$ cat config.mk
export PLATFORM = sky130hd
export DESIGN_NAME = psr_port_status
export DESIGN_NICKNAME = d
export VERILOG_FILES = /design/src/rtl/psr_pkg.sv /design/src/rtl/psr_link_ctl.sv /design/src/rtl/psr_field_upd.sv /design/src/rtl/psr_notify.sv /design/src/rtl/psr_port_status.sv
export SDC_FILE = /design/constraint.sdc
export NUM_CORES = 1
export LEC_CHECK = 0
export BUFFER_PORTS_ARGS = -buffer_cell sky130_fd_sc_hd__buf_4
export CORE_UTILIZATION = 25
export CTS_CLUSTER_SIZE = 30
export DETAILED_ROUTE_END_ITERATION = 10
export GPL_TIMING_DRIVEN = 0
export SLEW_MARGIN = 20
export SYNTH_ARGS = -nofsm -noshare
export SYNTH_HDL_FRONTEND = slang
export SYNTH_SLANG_ARGS = --single-unit
export TNS_END_PERCENT = 100
$ cat constraint.sdc
create_clock -name clk -period 4.9 [get_ports clk]
set_clock_uncertainty 0.15 [all_clocks]
set_input_delay 0.735 -clock clk [delete_from_list [all_inputs] [get_ports clk]]
set_output_delay 0.735 -clock clk [all_outputs]
set_load 0.05 [all_outputs]
$ cat src/rtl/psr_pkg.sv
package psr_pkg;
  localparam int DW      = 32;
  localparam int PR_BIT  = 4;
  localparam int PLS_LSB = 5;
  localparam int PLSW    = 4;
  localparam int PP_BIT  = 9;
  localparam int LWS_BIT = 16;
  localparam int CHG_LSB = 17;
  localparam int NCHG    = 7;
  localparam int PLC_IDX = 5;
  localparam int WK_LSB  = 25;
  localparam int NWK     = 3;

  localparam logic [PLSW-1:0] LNK_U0     = 4'd0;
  localparam logic [PLSW-1:0] LNK_U3     = 4'd3;
  localparam logic [PLSW-1:0] LNK_RESUME = 4'd15;
endpackage

$ cat src/rtl/psr_link_ctl.sv
module psr_link_ctl
  import psr_pkg::*;
#(
  parameter int W = PLSW
) (
  input  logic [W-1:0] cur,
  input  logic [W-1:0] req,
  input  logic         strobe,
  output logic [W-1:0] nxt,
  output logic         enter_u0,
  output logic         bad_req
);
  always_comb begin
    nxt      = cur;
    enter_u0 = 1'b0;
    bad_req  = 1'b0;
    if (strobe) begin
      case (req)
        W'(LNK_U0): begin
          if (cur != W'(LNK_U0)) begin
            nxt      = req;
            enter_u0 = 1'b1;
          end
        end
        W'(LNK_U3): begin
          if (cur < W'(LNK_U3)) nxt = req;
        end
        W'(LNK_RESUME): ;
        default: bad_req = 1'b1;
      endcase
    end
  end
endmodule

$ cat src/rtl/psr_field_upd.sv
module psr_field_upd #(
  parameter int NC = 7,
  parameter int NW = 3
) (
  input  logic          wr_ok,
  input  logic [NC-1:0] cur_chg,
  input  logic [NC-1:0] clr_mask,
  input  logic          pp_cur,
  input  logic          pp_wr,
  input  logic [NW-1:0] wk_cur,
  input  logic [NW-1:0] wk_wr,
  output logic [NC-1:0] chg_out,
  output logic          pp_nxt,
  output logic [NW-1:0] wk_nxt
);
  for (genvar i = 0; i < NC; i++) begin : g_w1c
    assign chg_out[i] = cur_chg[i] & ~(wr_ok & clr_mask[i]);
  end

  assign pp_nxt = wr_ok ? pp_wr : pp_cur;
  assign wk_nxt = wr_ok ? wk_wr : wk_cur;
endmodule

$ cat src/rtl/psr_notify.sv
module psr_notify #(
  parameter int NC = 7
) (
  input  logic [NC-1:0] base,
  input  logic [NC-1:0] req,
  input  logic          run,
  output logic [NC-1:0] nxt,
  output logic          evt
);
  logic [NC-1:0] fresh;
  assign fresh = req & ~base;
  assign nxt   = base | req;
  assign evt   = run & (|fresh);
endmodule

$ cat src/rtl/psr_port_status.sv
module psr_port_status
  import psr_pkg::*;
(
  input  logic          clk,
  input  logic          rst_n,
  input  logic          wr_en,
  input  logic [31:0]   wr_data,
  input  logic          run,
  input  logic [6:0]    chg_set,
  output logic [31:0]   rd_data,
  output logic          port_reset_req,
  output logic          event_req,
  output logic          pls_dbg_ignored
);
  logic [PLSW-1:0] pls_q, pls_d;
  logic            pp_q, pp_d;
  logic [NWK-1:0]  wk_q, wk_d;
  logic [NCHG-1:0] chg_q, chg_d, chg_base, chg_req;
  logic            prst_q, prst_d, evt_q, evt_d, ign_q, ign_d;
  logic            is_rst_wr, wr_ok, lnk_strobe, enter_u0, bad_req;

  assign is_rst_wr  = wr_en & wr_data[PR_BIT];
  assign wr_ok      = wr_en & ~wr_data[PR_BIT];
  assign lnk_strobe = wr_ok & wr_data[LWS_BIT];

  psr_link_ctl #(.W(PLSW)) u_link (
    .cur      (pls_q),
    .req      (wr_data[PLS_LSB +: PLSW]),
    .strobe   (lnk_strobe),
    .nxt      (pls_d),
    .enter_u0 (enter_u0),
    .bad_req  (bad_req)
  );

  psr_field_upd #(.NC(NCHG), .NW(NWK)) u_fld (
    .wr_ok    (wr_ok),
    .cur_chg  (chg_q),
    .clr_mask (wr_data[CHG_LSB +: NCHG]),
    .pp_cur   (pp_q),
    .pp_wr    (wr_data[PP_BIT]),
    .wk_cur   (wk_q),
    .wk_wr    (wr_data[WK_LSB +: NWK]),
    .chg_out  (chg_base),
    .pp_nxt   (pp_d),
    .wk_nxt   (wk_d)
  );

  always_comb begin
    chg_req = chg_set;
    if (enter_u0) chg_req[PLC_IDX] = 1'b1;
  end

  psr_notify #(.NC(NCHG)) u_ntf (
    .base (chg_base),
    .req  (chg_req),
    .run  (run),
    .nxt  (chg_d),
    .evt  (evt_d)
  );

  assign prst_d = is_rst_wr;
  assign ign_d  = bad_req;

  always_ff @(posedge clk or negedge rst_n) begin
    if (!rst_n) begin
      pls_q  <= '0;
      pp_q   <= 1'b0;
      wk_q   <= '0;
      chg_q  <= '0;
      prst_q <= 1'b0;
      evt_q  <= 1'b0;
      ign_q  <= 1'b0;
    end else begin
      if (wr_ok) begin
        pls_q <= pls_d;
        pp_q  <= pp_d;
        wk_q  <= wk_d;
      end
      chg_q  <= chg_d;
      prst_q <= prst_d;
      evt_q  <= evt_d;
      ign_q  <= ign_d;
    end
  end

  always_comb begin
    rd_data = '0;
    rd_data[PLS_LSB +: PLSW] = pls_q;
    rd_data[PP_BIT]          = pp_q;
    rd_data[CHG_LSB +: NCHG] = chg_q;
    rd_data[WK_LSB +: NWK]   = wk_q;
  end

  assign port_reset_req  = prst_q;
  assign event_req       = evt_q;
  assign pls_dbg_ignored = ign_q;


  rst_pre_chk: assert property (@(posedge clk) disable iff (!rst_n)
    (wr_en && wr_data[PR_BIT] && chg_set == '0) |=> (port_reset_req && rd_data == $past(rd_data)));

  pls_hold_chk: assert property (@(posedge clk) disable iff (!rst_n)
    !(wr_en && !wr_data[PR_BIT] && wr_data[LWS_BIT]) |=> $stable(pls_q));

  u0_plc_chk: assert property (@(posedge clk) disable iff (!rst_n)
    (wr_en && !wr_data[PR_BIT] && wr_data[LWS_BIT] && wr_data[PLS_LSB +: PLSW] == LNK_U0
     && pls_q != LNK_U0) |=> rd_data[CHG_LSB + PLC_IDX]);

  pls_legal_chk: assert property (@(posedge clk) disable iff (!rst_n)
    (pls_q == LNK_U0) || (pls_q == LNK_U3));

  ign_src_chk: assert property (@(posedge clk) disable iff (!rst_n)
    pls_dbg_ignored |-> $past(wr_en && wr_data[LWS_BIT]));

  evt_run_chk: assert property (@(posedge clk) disable iff (!rst_n)
    event_req |-> $past(run));
endmodule

# Word-level counts from Yosys, hierarchy flattened
# Index checks and enable logic that the tools add are counted.
word_totals:
  regBits: 18
  input_bits: 43
  output_inout_bits: 35
  elab_cells: 56
classes:
  order_cmp: 1
  eq_ne: 4
  mux: 9
  bitwise_logic: 29
  n_reduce_logical: 6
op_table:
  columns: ["cell", "n"]
  rows:
  - ["AND 1 bit", 18]
  - ["2-to-1 mux 4 bit", 2]
  - ["inverter 1 bit", 8]
  - ["one-hot mux 4 bit (2 select lines)", 1]
  - ["AND 7 bit", 1]
  - ["inverter 7 bit", 1]
  - ["OR 7 bit", 1]
  - ["OR reduction 7 bit", 1]
  - ["2-to-1 mux 1 bit", 6]
  - ["AND reduction 5 bit", 1]
  - ["== test 4 x 2 -> 1 bit, second input constant", 1]
  - ["== test 4 bit, second input constant", 1]
  - ["logical NOT 4 bit", 1]
  - ["less-than comparator 4 x 2 -> 1 bit, second input constant", 1]
  - ["inequality test 2 x 1 -> 1 bit, second input constant", 2]
  - ["nonzero test 4 bit", 1]
  - ["OR reduction 3 bit", 1]
  - ["nonzero test 2 bit", 1]

# Logic depth before layout (Yosys ltp)
depth:
  ltp_word: 9
  depth_mapped: 5
  mapped_depth_nobuf: 4

# Cells and area by module
# From an unflattened synthesis, not the netlist that was laid out.
hier_totals:
  hier_cells: 95
  area_unflattened_um2: 1093.5
by_module_without_submodules:
  columns: ["module", "n_inst", "cells_per_inst", "area_each_um2", "seq_area_each_um2"]
  rows:
  - ["psr_port_status", 1, 50, 764.5, 450.4]
  - ["psr_field_upd", 1, 12, 120.1, 0.0]
  - ["psr_notify", 1, 18, 111.4, 0.0]
  - ["psr_link_ctl", 1, 15, 97.6, 0.0]

# Worst setup path after synthesis
# No wires, ideal clock.
synth_timing:
  path_kind: "flip-flop to flip-flop"
  start: "register pls_q[1]"
  end: "register evt_q, in the netlist event_req"
  setup_ps: 129
  arrival_ps: 1828
  required_time_ps: 4621
  path_slack_ps: 2793
  stages_incl_launch_ff: 5
  path_buffers: 0
  synth_period_minus_slack_ps: 2107
  path_cell_list: "dfrtp_1 -> or4_4 -> a41oi_2 -> a21oi_1 -> o41a_1"
synth_via:
  elab_chain_cells: 8
synth_rtl:
  columns: ["element", "line_no", "rtl"]
  rows:
  - ["from (decl)", "psr_port_status.sv:15", "logic [PLSW-1:0] pls_q, pls_d;"]
  - ["from (signal assigned)", "psr_port_status.sv:75", "pls_q <= pls_d;"]
  - ["nonzero test 4 bit", "psr_link_ctl.sv:20", "if (cur != W'(LNK_U0)) begin"]
  - ["2-to-1 mux 1 bit", "psr_link_ctl.sv:20", null]
  - ["2-to-1 mux 1 bit", "psr_link_ctl.sv:18", "case (req)"]
  - ["2-to-1 mux 1 bit", "psr_link_ctl.sv:17", "if (strobe) begin"]
  - ["2-to-1 mux 1 bit", "psr_port_status.sv:50", "if (enter_u0) chg_req[PLC_IDX] = 1'b1;"]
  - ["AND 7 bit", "psr_notify.sv:11", "assign fresh = req & ~base;"]
  - ["OR reduction 7 bit", "psr_notify.sv:13", "assign evt = run & (|fresh);"]
  - ["AND 1 bit", "psr_notify.sv:13", null]
  - ["via evt_d", "psr_port_status.sv:19", "logic prst_q, prst_d, evt_q, evt_d, ign_q, ign_d;"]
  - ["to (signal assigned)", "psr_port_status.sv:81", "evt_q <= evt_d;"]
  - ["to (decl)", "psr_port_status.sv:19", null]
# The timed path passes the listed nets, and every way through them passes these cells.
# A chain may end at the register's enable or synchronous reset.

# Final worst setup path
layout_timing:
  start: "input port wr_data[4]"
  end: "register pls_q[1]"
layout_via:
  elab_chain_cells: 4
layout_rtl:
  columns: ["element", "line_no", "rtl"]
  rows:
  - ["from (decl)", "psr_port_status.sv:7", "input logic [31:0] wr_data,"]
  - ["inverter 1 bit (*)", "psr_port_status.sv:23", "assign wr_ok = wr_en & ~wr_data[PR_BIT];"]
  - ["AND 1 bit (*)", "psr_port_status.sv:23", null]
  - ["AND 1 bit", "psr_port_status.sv:24", "assign lnk_strobe = wr_ok & wr_data[LWS_BIT];"]
  - ["AND reduction 5 bit (no source line) (*)", null, null]
# Every way passes the cells marked *; elsewhere a longest branch is shown, timed or not.

==> flow_metrics.env <==
export IMPL_power_density_nw_per_um2=305
export IMPL_r2r_slack_ns=2.97
export IMPL_rr_endpoint="event_req"
export IMPL_cts_tree="built"
export IMPL_ant_nets=0
export IMPL_fin_crit_sh_pct=43.6
export IMPL_wl_per_cell_um=10.4
export IMPL_finalWeightedCongestion=0.768
export IMPL_finalHoldViolCount=0
export IMPL_crit_type="in2reg"
export IMPL_initial_utilization_pct=27.0
export IMPL_syn_area_um2=931
export IMPL_routed_via_density=3.97
export IMPL_synth_seq_cells=18
export IMPL_cts_hold_fix_buffers=0
export IMPL_postLayoutSetupSlackWorst_ns=2.76
export IMPL_clkTransAtPathRegs_ns=0.07
export IMPL_path_cells="buf_4, nor2b_1, clkbuf_1, nand2_1, a21oi_2, mux2_1"
export IMPL_h_tree_depth=1
export IMPL_ys_seq_area_share_pct=48.4
export IMPL_max_freq_mhz=468
export IMPL_cts_setup_buffers=0
export IMPL_wl_um=2150
export IMPL_slew_headroom_pct=63.4
export IMPL_fillers=370
export IMPL_ff2ff_path_depth=4
export IMPL_max_vdd_ir_drop_uv=108
export IMPL_cts_sinks=18
export IMPL_synth_xor_area_share_pct=0.941
export IMPL_synthAdderAreaFrac_pct=0
export IMPL_synthMuxAreaShare_pct=2.42
export IMPL_crit_slowest_cell="clkbuf_1"
export IMPL_worst_pin_slew_ns=0.545
export IMPL_syn_inst=95
export IMPL_period_minus_slack_ns=2.14
export IMPL_cp_arrival_ns=2.13
export IMPL_dr_pass1_iters=4
export IMPL_cpPeakStageDelay_ns=0.40
export IMPL_dieArea_um2=3970
export IMPL_cts_resized=0
export IMPL_holdWs_ns=0.185
export IMPL_grt_pass1_vias=803
export IMPL_syn_avg_cell_area_um2=9.80
export IMPL_grt_max_degree=19
export IMPL_die_width_um=63.0
export IMPL_crit_fanout=10
export IMPL_std_cell_rows=21
export IMPL_grt_pass1_wl_um=3480
export IMPL_final_area_um2=1440
export IMPL_core_area_um2=3440
export IMPL_rsz0062_at_grt="no"
export IMPL_place_area_um2=1390
export IMPL_drt_initial_drc_count=14
export IMPL_ys_warn_count=0
export IMPL_n_antenna_cell=0
export IMPL_gr_total_overflow=0
export IMPL_dieHeight_um=63.0
export IMPL_numCtsBuffers=3
export IMPL_final_core_util_pct=41.9
export IMPL_slew_viol_final=0
export IMPL_hpwlAfterDp_um=1750
export IMPL_final_setup_tns_ns=0
export IMPL_pre_cts_ws_ns=2.47
export IMPL_nets=204
export IMPL_required_ns=4.89
export IMPL_drive_above_1_share_pct=45.6
export IMPL_drc=0
export IMPL_antenna_found_initial=0
export IMPL_grt_usage_pct=11.0
export IMPL_yosysUniqueCellTypes=25
export IMPL_io_buffers=45
export IMPL_synth_compound_area_share_pct=13.3
export IMPL_clock_latency_ns=0.25
export IMPL_vias=818
export IMPL_synth_top_family_by_area="simple AND/OR/NAND/NOR gates"
export IMPL_reg2reg_from="pls_q[1]"
export IMPL_outcome="finished, final reports clean"
export IMPL_maxCapViolCount=0
export IMPL_finalSetupViolCount=0
export IMPL_clockRootBuffer="clkbuf_8"
export IMPL_crit_path_end_kind="flop"
export IMPL_synth_simple_area_share_pct=17.6
export IMPL_leakage_uw=0.000765
export IMPL_cp_start_kind="input port"
export IMPL_area_delta_synth_final_pct=54.8
export IMPL_max_clock_path_buffers=2
export IMPL_layout_common_cells="buf_4 (63), nand2_1 (19), dfrtp_1 (18)"
export IMPL_hold_path_class="in2async"
export IMPL_final_common_cell="buf_4"
export IMPL_io_pins=78
-- registers in the layout, summed over array words and instances, names as in the netlist --
name,cells
chg_q,7
pls_q,4
wk_q,3
event_req,1
pls_dbg_ignored,1
port_reset_req,1
pp_q,1
-- synth_stat cells --
library cell / count / area (um^2)
nor2b_1: 3 / 18.8
nand2_1: 19 / 71.3
and2_1: 1 / 6.26
clkbuf_1: 1 / 3.75
nand4_1: 1 / 6.26
a21oi_1: 4 / 20.0
a311oi_1: 1 / 8.76
o41a_1: 1 / 11.3
a222oi_1: 2 / 20.0
xnor2_1: 1 / 8.76
a21boi_0: 1 / 7.51
a21o_1: 1 / 7.51
or4_4: 1 / 11.3
dfrtp_1: 18 / 450
mux2_1: 2 / 22.5
conb_1: 1 / 3.75
inv_1: 5 / 18.8
nand2b_1: 3 / 18.8
or2_2: 3 / 18.8
buf_4: 18 / 135
o21ai_0: 3 / 15.0
a22o_1: 1 / 8.76
a41oi_2: 1 / 16.3
nor4_1: 2 / 12.5
a21oi_2: 1 / 8.76
-- worst max path at each step --
stage                           from        end  slack, ns  depth (start not counted)
after floorplan             pls_q[1]  event_req       2.79                          4
after global placement    wr_data[4]   pls_q[0]       2.45                          6
after detailed placement  wr_data[4]   pls_q[1]       2.47                          6
after CTS                 wr_data[4]   pls_q[1]       2.74                          6
after global routing      wr_data[4]   pls_q[1]       2.61                          6
final                     wr_data[4]   pls_q[1]       2.76                          6
-- logic make-up (layout without fill, tap and decap cells) --
family,after synthesis,in the layout
xor gates and xnor gates,1,1
AOI/OAI and AO/OA,16,16
DFF,18,18
other,1,17
buffers and inverters,24,73
and+or+nand+nor,33,33
muxes,2,2
-- layout make-up --
class	instances	area, um^2	share of cell area, %
Timing Repair Buffer	45	338	23.4
Sequential cell	18	450	31.3
Multi-Input combinational cell	69	383	26.6
Buffer	19	139	9.64
Clock buffer	4	55.1	3.82
Inverter	5	18.8	1.30
Tap cell	46	57.6	3.99
-- routing by layer --
layer | part of all wire [%] | up-vias | wire (um) | global-route usage, %
li1 | - | 414 | - | -
met1 | 40 | 367 | 859 | 11.8
met2 | 52 | 35 | 1120 | 20.4
met3 | 6.8 | 2 | 146 | 2.37
met4 | 0.98 | 0 | 21 | 4.36
met5 | 0 | - | 0 | 0
-- power by group --
group | leakage, uW | internal (uW) | switching (uW) | total, uW
Combinational | 0.000527 | 52.6 | 97.4 | 150
Clock | 0.0000288 | 71.3 | 50.5 | 122
Sequential | 0.000209 | 160 | 7.22 | 167
Total | 0.000765 | 284 | 155 | 439
-- critical path: cells and delay by family --
family / cells / cell delay, ns
buf+inv: 2 / 0.51
mux: 1 / 0.35
compound gates: 1 / 0.22
simple gates: 2 / 0.32
-- metrics by stage --
step	power, uW	std cells
final	439	206
after floorplan	273	111
after detailed placement	321	202
after global routing	459	206
after global placement	319	202
after CTS	445	206
Power figures use the tool's default switching activity.
